==> src/rtl/rmseg_pkg.sv <==
package rmseg_pkg;
  localparam int DEF_SEG_W      = 16;
  localparam int DEF_OFS_W      = 16;
  localparam int DEF_PARA_SHIFT = 4;
  localparam int DEF_NUM_SEGS   = 4;

  typedef enum logic [1:0] {
    SEG_CODE  = 2'd0,
    SEG_DATA  = 2'd1,
    SEG_STACK = 2'd2,
    SEG_EXTRA = 2'd3
  } seg_id_e;
endpackage

==> src/rtl/rmseg_rst_sync.sv <==
module rmseg_rst_sync #(
  parameter int STAGES = 2
) (
  input  logic clk,
  input  logic rst_n,
  output logic rst_n_sync
);
  logic [STAGES-1:0] sync_q;
  logic [STAGES-1:0] sync_d;

  always_comb begin
    sync_d = {sync_q[STAGES-2:0], 1'b1};
  end

  always_ff @(posedge clk or negedge rst_n) begin
    if (!rst_n) sync_q <= '0;
    else        sync_q <= sync_d;
  end

  assign rst_n_sync = sync_q[STAGES-1];
endmodule

==> src/rtl/rmseg_seg_bank.sv <==
module rmseg_seg_bank #(
  parameter int SEG_W    = 16,
  parameter int NUM_SEGS = 4,
  localparam int SEL_W   = $clog2(NUM_SEGS)
) (
  input  logic             clk,
  input  logic             rst_n,
  input  logic             wr_en,
  input  logic [SEL_W-1:0] wr_sel,
  input  logic [SEG_W-1:0] wr_data,
  input  logic [SEL_W-1:0] rd_sel,
  output logic [SEG_W-1:0] rd_data
);
  logic [NUM_SEGS-1:0][SEG_W-1:0] seg_all;

  for (genvar g = 0; g < NUM_SEGS; g++) begin : g_seg
    logic             load;
    logic [SEG_W-1:0] val_q;

    always_comb begin
      load = wr_en && (wr_sel == SEL_W'(g));
    end

    always_ff @(posedge clk or negedge rst_n) begin
      if (!rst_n)    val_q <= '0;
      else if (load) val_q <= wr_data;
    end

    assign seg_all[g] = val_q;
  end

  // read with same-cycle write bypass
  always_comb begin
    rd_data = seg_all[rd_sel];
    if (wr_en && (wr_sel == rd_sel)) rd_data = wr_data;
  end
endmodule

==> src/rtl/rmseg_para_adder.sv <==
module rmseg_para_adder #(
  parameter int SEG_W      = 16,
  parameter int OFS_W      = 16,
  parameter int PARA_SHIFT = 4,
  localparam int PA_W      = SEG_W + PARA_SHIFT + 1
) (
  input  logic [SEG_W-1:0] seg,
  input  logic [OFS_W-1:0] ofs,
  input  logic             a20_open,
  output logic [PA_W-1:0]  phys
);
  logic [PA_W-1:0] base_ext;
  logic [PA_W-1:0] ofs_ext;
  logic [PA_W-1:0] sum;

  always_comb begin
    base_ext = PA_W'({seg, {PARA_SHIFT{1'b0}}});
    ofs_ext  = PA_W'(ofs);
    sum      = base_ext + ofs_ext;
    // top bit is the carry past the legacy space; gate it
    phys     = {sum[PA_W-1] & a20_open, sum[PA_W-2:0]};
  end
endmodule

==> src/rtl/rmseg_resp_stage.sv <==
module rmseg_resp_stage #(
  parameter int PA_W = 21
) (
  input  logic            clk,
  input  logic            rst_n,
  input  logic            req_valid,
  input  logic [PA_W-1:0] addr_in,
  output logic            resp_valid,
  output logic [PA_W-1:0] resp_addr
);
  logic            valid_d;
  logic [PA_W-1:0] addr_d;
  logic            addr_en;

  always_comb begin
    valid_d = req_valid;
    addr_en = req_valid;
    addr_d  = addr_in;
  end

  always_ff @(posedge clk or negedge rst_n) begin
    if (!rst_n) resp_valid <= 1'b0;
    else        resp_valid <= valid_d;
  end

  always_ff @(posedge clk or negedge rst_n) begin
    if (!rst_n)       resp_addr <= '0;
    else if (addr_en) resp_addr <= addr_d;
  end
endmodule

==> src/rtl/rmseg_addr_gen.sv <==
module rmseg_addr_gen #(
  parameter int SEG_W      = rmseg_pkg::DEF_SEG_W,
  parameter int OFS_W      = rmseg_pkg::DEF_OFS_W,
  parameter int PARA_SHIFT = rmseg_pkg::DEF_PARA_SHIFT,
  parameter int NUM_SEGS   = rmseg_pkg::DEF_NUM_SEGS,
  localparam int SEL_W     = $clog2(NUM_SEGS),
  localparam int PA_W      = SEG_W + PARA_SHIFT + 1
) (
  input  logic             clk,
  input  logic             rst_n,
  input  logic             wr_en,
  input  logic [SEL_W-1:0] wr_sel,
  input  logic [SEG_W-1:0] wr_data,
  input  logic             a20_enable,
  input  logic             req_valid,
  input  logic [SEL_W-1:0] req_sel,
  input  logic [OFS_W-1:0] req_offset,
  output logic             resp_valid,
  output logic [PA_W-1:0]  resp_addr
);
  logic             rst_n_sync;
  logic [SEG_W-1:0] seg_val;
  logic [PA_W-1:0]  phys_addr;

  rmseg_rst_sync #(.STAGES(2)) u_rst_sync (
    .clk        (clk),
    .rst_n      (rst_n),
    .rst_n_sync (rst_n_sync)
  );

  rmseg_seg_bank #(.SEG_W(SEG_W), .NUM_SEGS(NUM_SEGS)) u_bank (
    .clk     (clk),
    .rst_n   (rst_n_sync),
    .wr_en   (wr_en),
    .wr_sel  (wr_sel),
    .wr_data (wr_data),
    .rd_sel  (req_sel),
    .rd_data (seg_val)
  );

  rmseg_para_adder #(.SEG_W(SEG_W), .OFS_W(OFS_W), .PARA_SHIFT(PARA_SHIFT)) u_adder (
    .seg      (seg_val),
    .ofs      (req_offset),
    .a20_open (a20_enable),
    .phys     (phys_addr)
  );

  rmseg_resp_stage #(.PA_W(PA_W)) u_resp (
    .clk        (clk),
    .rst_n      (rst_n_sync),
    .req_valid  (req_valid),
    .addr_in    (phys_addr),
    .resp_valid (resp_valid),
    .resp_addr  (resp_addr)
  );
endmodule

==> config.mk <==
export PLATFORM = sky130hd
export DESIGN_NAME = rmseg_addr_gen
export DESIGN_NICKNAME = d
export VERILOG_FILES = /design/src/rtl/rmseg_pkg.sv /design/src/rtl/rmseg_rst_sync.sv /design/src/rtl/rmseg_seg_bank.sv /design/src/rtl/rmseg_para_adder.sv /design/src/rtl/rmseg_resp_stage.sv /design/src/rtl/rmseg_addr_gen.sv
export SDC_FILE = /design/constraint.sdc
export NUM_CORES = 1
export LEC_CHECK = 0
export BUFFER_PORTS_ARGS = -buffer_cell sky130_fd_sc_hd__clkbuf_2
export CAP_MARGIN = 5
export CORE_ASPECT_RATIO = 1.1
export CORE_MARGIN = 1
export CORE_UTILIZATION = 58
export DETAILED_ROUTE_END_ITERATION = 8
export HOLD_SLACK_MARGIN = 0.06
export PLACE_DENSITY = 0.8
export SLEW_MARGIN = 20
export SYNTH_ARGS = -nofsm -noshare
export SYNTH_HDL_FRONTEND = slang
export SYNTH_SLANG_ARGS = --single-unit
==> constraint.sdc <==
create_clock -name clk -period 2.9 [get_ports clk]
set_input_delay 0.29 -clock clk [delete_from_list [all_inputs] [get_ports clk]]
set_output_delay 0.29 -clock clk [all_outputs]
set_load 0.02 [all_outputs]
Word level (Yosys, flattened, before mapping) --
Cells that the tools add are included.
Operators by class: add/subtract/negate cells 1, $lt $le $gt $ge 1, equal/unequal tests 4, multiplexer cells 3, bitwise logic cells 1, reductions and logical operators 6
Operator list (count):
- binary-select mux 16 bit (select 2 bit) | 1
- two-way mux 16 bit | 2
- adder 20 x 16 -> 21 bit | 1
- logical AND 1 bit | 5
- == test 2 bit, second input constant | 2
- < comparator 2 x 3 -> 1 bit, second input constant | 1
- == test 2 x 1 -> 1 bit, second input constant | 1
- == test 2 bit | 1
- zero test 2 bit | 1
- bitwise AND 1 bit | 1
Storage, ports and cells: bits in registers 88, input port bits 41, output and inout port bits 22, logic and storage cells 23

Longest topological paths before layout --
depth in word-level cells 5, depth in mapped cells 13, mapped depth without buffers 11

Cells and area by module --
Synthesis repeated with hierarchy kept, for this count alone.
Second synthesis, totals: cell total of the unflattened synthesis 316, area total of the unflattened synthesis 4727.0 um^2
By module, submodules not included:
- rmseg_seg_bank | instances 1, cells an instance 179, area each 3109.2 um^2
- rmseg_resp_stage | instances 1, cells an instance 45, area each 884.6 um^2
- rmseg_para_adder | instances 1, cells an instance 89, area each 679.4 um^2
- rmseg_rst_sync | instances 1, cells an instance 3, area each 53.8 um^2

Worst setup path before layout --
OpenSTA, ideal clock, no wires.
path type input to register, from input port wr_sel[1], to register u_resp.resp_addr[18], library setup time 125 ps, arrival 3508 ps, path slack -732 ps, stages 13, cell sequence buf_2 xnor2_1 nand3_1 clkbuf_1 mux2_2 ha_1 fa_1 a211oi_2 o21ai_0 a2111oi_0 nor3_1 xnor2_1 mux2_2
Between the ends: cells in the longest elaborated chain, start to end 4
RTL lines:
- start, declared | RTL line rmseg_addr_gen.sv:12 | input logic [SEL_W-1:0] wr_sel,
- == test 2 bit | RTL line rmseg_seg_bank.sv:35 | if (wr_en && (wr_sel == rd_sel)) rd_data = wr_data;
- logical AND 1 bit | RTL line rmseg_seg_bank.sv:35
- two-way mux 16 bit | RTL line rmseg_seg_bank.sv:35
- adder 20 x 16 -> 21 bit | RTL line rmseg_para_adder.sv:19 | sum = base_ext + ofs_ext;
- end signal, assigned | RTL line rmseg_resp_stage.sv:28 | else if (addr_en) resp_addr <= addr_d;
- end, declared | RTL line rmseg_resp_stage.sv:9 | output logic [PA_W-1:0] resp_addr
Every way passes these cells. A chain may end at the register's enable or synchronous reset.

Worst setup path after layout --
from register u_bank.g_seg[3].val_q[0], to register u_resp.resp_addr[18]
Between the ends: cells in the longest elaborated chain, start to end 4
RTL lines:
- start, declared | RTL line rmseg_seg_bank.sv:18 | logic [SEG_W-1:0] val_q;
- start signal, assigned | RTL line rmseg_seg_bank.sv:26 | else if (load) val_q <= wr_data;
- binary-select mux 16 bit (select 2 bit) | RTL line rmseg_seg_bank.sv:34 | rd_data = seg_all[rd_sel];
- two-way mux 16 bit (implied by the code) | RTL line rmseg_seg_bank.sv:34
- two-way mux 16 bit | RTL line rmseg_seg_bank.sv:35
- adder 20 x 16 -> 21 bit | RTL line rmseg_para_adder.sv:19
Every way passes these cells. The select of a mux whose other input is x is not followed.

==> summary.txt <==
Highest net fanout along the worst path = 3
Post-DR wirelength/cell = 18.4 um
Unique masters post-synth = 48
Seq/Total Area, Yosys = 48.3%
Period utilization = 104%
Depth of the CTS H-tree = 3
Cell accounting for the most synthesized area = dfrtp_1
Mean cell area of the mapped netlist = 13.9 sq um
Flop and latch count out of synthesis = 88
GP Congestion = 0.843
Simple-gate area share of the yosys netlist = 4.34%
Violated checks = negative setup slack
Timing-limited maximum frequency = 332 MHz
Core Region = 7510 sq um
Mean number of vias per cell = 5.79
Number of hold violations in the final report = 0
Syn. warnings = 0
Post-synthesis net count = 381
Sum of routed wire length over all layers = 10,000 um
Initial Utilization = 60.6%
Layout filler cell count = 459
Final cell count without fillers = 545
Floorplan die width = 86.5 um
Worst hold slack across all endpoints = 0.147 ns
Height of the chip = 95.0 um
Slew Viols, Final = 0
Most prevalent standard cell on the critical path = mux2_4
Largest family of logic cells by synthesized area = multiplexers
Count of maximum capacitance violations = 0
Clk_lat worst skew = 0.37 ns
Minimum setup slack after placement = -0.338 ns
Worst hold path class = in2reg
Number of enable-type register cells in the synthesized netlist = 0
Half-perimeter wire length after detailed placement = 7220 um
Router iterations before antenna repair = 4
Root Driver = clkbuf_8
Proportion of netlist area held by the largest area contributor = 48.3%
Tightest slew margin relative to the limit = 53.4%
Cell count after placement = 525
Pin count of the biggest net entering global routing = 87
Wire length of the first global-routing pass = 15,700 um
Leak Pwr = 0.00261 uW
Boundary pin count = 63
DR iter-0 viols = 155
Clock sink count = 88
Via count of the first global-routing pass = 3,193
Number of antenna violations at the first check in global routing = 0
Multiplexer share of the synthesized area = 30.9%
Overall routing resource usage = 26.1%
Port bufs = 62
Required time at the worst-slack endpoint = 3.15 ns
Post-synth top flop = dfrtp_1
Floorplan row count = 33
RSZ-0062 raised after global routing = yes
Full die area = 8210 sq um
CTS Buf Count = 9
Power density cells = 738 nW/um^2
Via count = 3,155
Transition time at the pin with the least slew margin = 0.692 ns
Cell area after placement = 5360 sq um
Maximum clock skew at final layout = 0.00871 ns
Area occupied by multi-input gates = 2470 sq um
Final critical path time including I/O delays and setup = 3.01 ns
Type of origin of the critical path = flop
Non-Filler Cell Area, Final = 5790 sq um
Setup-failing EPs final = 5
Antenna cell count = 0
Slowest stage delay, CP = 0.47 ns
Clk pin slew, worst setup/hold paths = 0.09 ns
DRT antenna net count = 0
Data arrival time at the worst-slack endpoint = 3.26 ns
Cell count after synthesis = 327
Cell with the biggest individual delay on the critical path = mux4_2
CP Class = reg2reg
Synth top area cells = dfrtp_1, mux2_2, mux4_2, ha_1, mux4_1
Grt ovf = 0
Share of layout cells above drive strength 1 = 58.9%
Adder-Cell Fraction of Synth Area = 3.74%
Clk buf depth = 2
Xor and xnor fraction of the mapped netlist area = 2.69%
Fin worst setup slack = -0.111 ns
Complex-gate fraction of the synthesized area = 7.88%
Run status = finished with violations
Cell chain of the critical path = mux4_2 > mux2_4 > ha_4 > fa_2 > a211oi_4 > o21ai_2 > a2111oi_4 > nor3_2 > xnor2_1 > mux2_4
Netlist area before placement = 4560 sq um
Proportion of synthesized flip-flops having asynchronous set or reset = 100%
Worst-case vdd ir drop = 0.529 mV
Layout overhead on the synthesized area = 27.2%
Final #Nets = 489
Clock tree from TritonCTS = yes
Sequential Area = 2210 sq um
Capturing element type of the critical path = flop
Drt drc = 0
[placed cells by master, fill, tap and decap left out, types with 2 or more instances in the layout]
cell | netlist | routed
nand2_1 | 11 | 11
a21o_1 | 4 | 4
nor2_1 | 10 | 10
a2111oi_4 | 0 | 2
o21ai_1 | 0 | 2
a211o_1 | 2 | 2
bufinv_16 | 0 | 3
buf_4 | 0 | 45
mux4_2 | 13 | 13
mux4_1 | 3 | 3
o21ai_0 | 5 | 2
mux2i_1 | 2 | 2
o2bb2ai_1 | 2 | 2
xnor2_2 | 0 | 3
nand4_1 | 2 | 2
nor3_2 | 1 | 3
dfrtp_1 | 88 | 87
inv_6 | 0 | 2
nand3b_1 | 2 | 2
mux2_2 | 89 | 84
ha_1 | 12 | 7
ha_4 | 0 | 5
a211oi_4 | 0 | 3
inv_1 | 4 | 4
a21oi_2 | 0 | 2
a21oi_1 | 14 | 11
mux2_4 | 1 | 6
xnor2_1 | 9 | 6
clkbuf_8 | 0 | 9
xor2_1 | 5 | 5
clkbuf_2 | 0 | 62
a211oi_1 | 5 | 2
buf_6 | 2 | 3
nor4_1 | 2 | 2
[stage by stage]
stage	util [%]	total power, uW	TNS [ns]
2_1_floorplan	-	2610	-0.641
3_3_place_gp	71.3	3030	-1.89
3_5_place_dp	71.3	3100	-2.37
4_1_cts	75.2	4190	-0.315
5_1_grt	77.1	4500	-0.960
6_report	77.1	4270	-0.226
[synthesized netlist by cell type, drive strengths merged, types with 2 or more instances]
| cell type | n |
|---|---|
| mux2 | 90 |
| dfrtp | 88 |
| mux4 | 16 |
| a21oi | 14 |
| ha | 12 |
| nand2 | 11 |
| nor2 | 10 |
| clkbuf | 9 |
| xnor2 | 9 |
| a211oi | 6 |
| buf | 6 |
| o21ai | 5 |
| xor2 | 5 |
| a21o | 4 |
| inv | 4 |
| nor3 | 4 |
| a2111oi | 2 |
| a211o | 2 |
| mux2i | 2 |
| nand3 | 2 |
| nand3b | 2 |
| nand4 | 2 |
| nor4 | 2 |
| o2bb2ai | 2 |
| o311ai | 2 |
[state kept, by name, summed over array words and instances (netlist names)]
register and cells:
u_bank.g_seg.val_q 64, u_rst_sync.sync_q 2, u_resp.resp_addr 21, u_resp.resp_valid 1
[cell type report]
cell class | count | area share [%]
timing repair buffer | 112 | 12.4
tap | 105 | 2.27
clock buffer | 9 | 2.14
sequential | 88 | 38.1
multi-input combinational | 220 | 42.7
inverter | 4 | 0.259
clock inverter | 7 | 2.14
[power by group]
part           internal, uW  leakage, uW  switching, uW
Clock                   583     0.000126            466
Combinational           823      0.00144            751
Sequential             1500      0.00104            150
[worst max-delay path: cells and delay by family (launching register included)]
| family | cells | cell delay (ns) |
|---|---|---|
| adders and majority gates | 2 | 0.52 |
| muxes | 3 | 1.00 |
| AOI/OAI and AO/OA | 3 | 0.76 |
| xor gates and xnor gates | 1 | 0.13 |
| DFF | 1 | 0.39 |
| and+or+nand+nor | 1 | 0.08 |
[logic make-up after synthesis]
logic type      after synthesis
flops                        88
fa+ha+maj                    13
mux                         108
xor+xnor                     14
compound gates               45
simple gates                 39
buf+inv                      19
other cells                   1
[final timing paths]
| check | start | to | slack (ns) | depth (start not counted) |
|---|---|---|---|---|
| max in group asynchronous | u_rst_sync.sync_q[1]$_DFF_PN0_ | u_resp.resp_addr[20]$_DFFE_PN0P_ | 2.02 | 1 |
| max | u_bank.g_seg[3].val_q[0]$_DFFE_PN0P_ | u_resp.resp_addr[18]$_DFFE_PN0P_ | -0.11 | 10 |
| min in group asynchronous | rst_n | u_rst_sync.sync_q[1]$_DFF_PN0_ | 0.22 | 2 |
| max reg2reg | u_bank.g_seg[3].val_q[0]$_DFFE_PN0P_ | u_resp.resp_addr[18]$_DFFE_PN0P_ | -0.11 | 10 |
| min reg2reg | u_rst_sync.sync_q[1]$_DFF_PN0_ | u_bank.g_seg[3].val_q[10]$_DFFE_PN0P_ | 0.25 | 0 |
| min | req_offset[2] | u_resp.resp_addr[2]$_DFFE_PN0P_ | 0.15 | 2 |
[layer usage]
metal | track usage [%] | part of all wire (%) | up-vias
li1 | - | - | 1441
met1 | 32.8 | 43 | 1587
met2 | 43.6 | 50 | 100
met3 | 5.77 | 4.9 | 27
met4 | 11.1 | 2.5 | 0
met5 | 0 | 0 | -
[repair_timing]
| item | 4_1_cts | 5_1_grt |
|---|---|---|
| resized for setup | 4 | 21 |
| pin swaps | 7 | 14 |
| endpoints found under the hold margin | 2 | 0 |
| hold buffers | 1 | 0 |
| endpoints found under the setup margin | 5 | 11 |
| buffers inserted | 3 | 2 |
No activity file was read; power rests on OpenSTA's default activity.
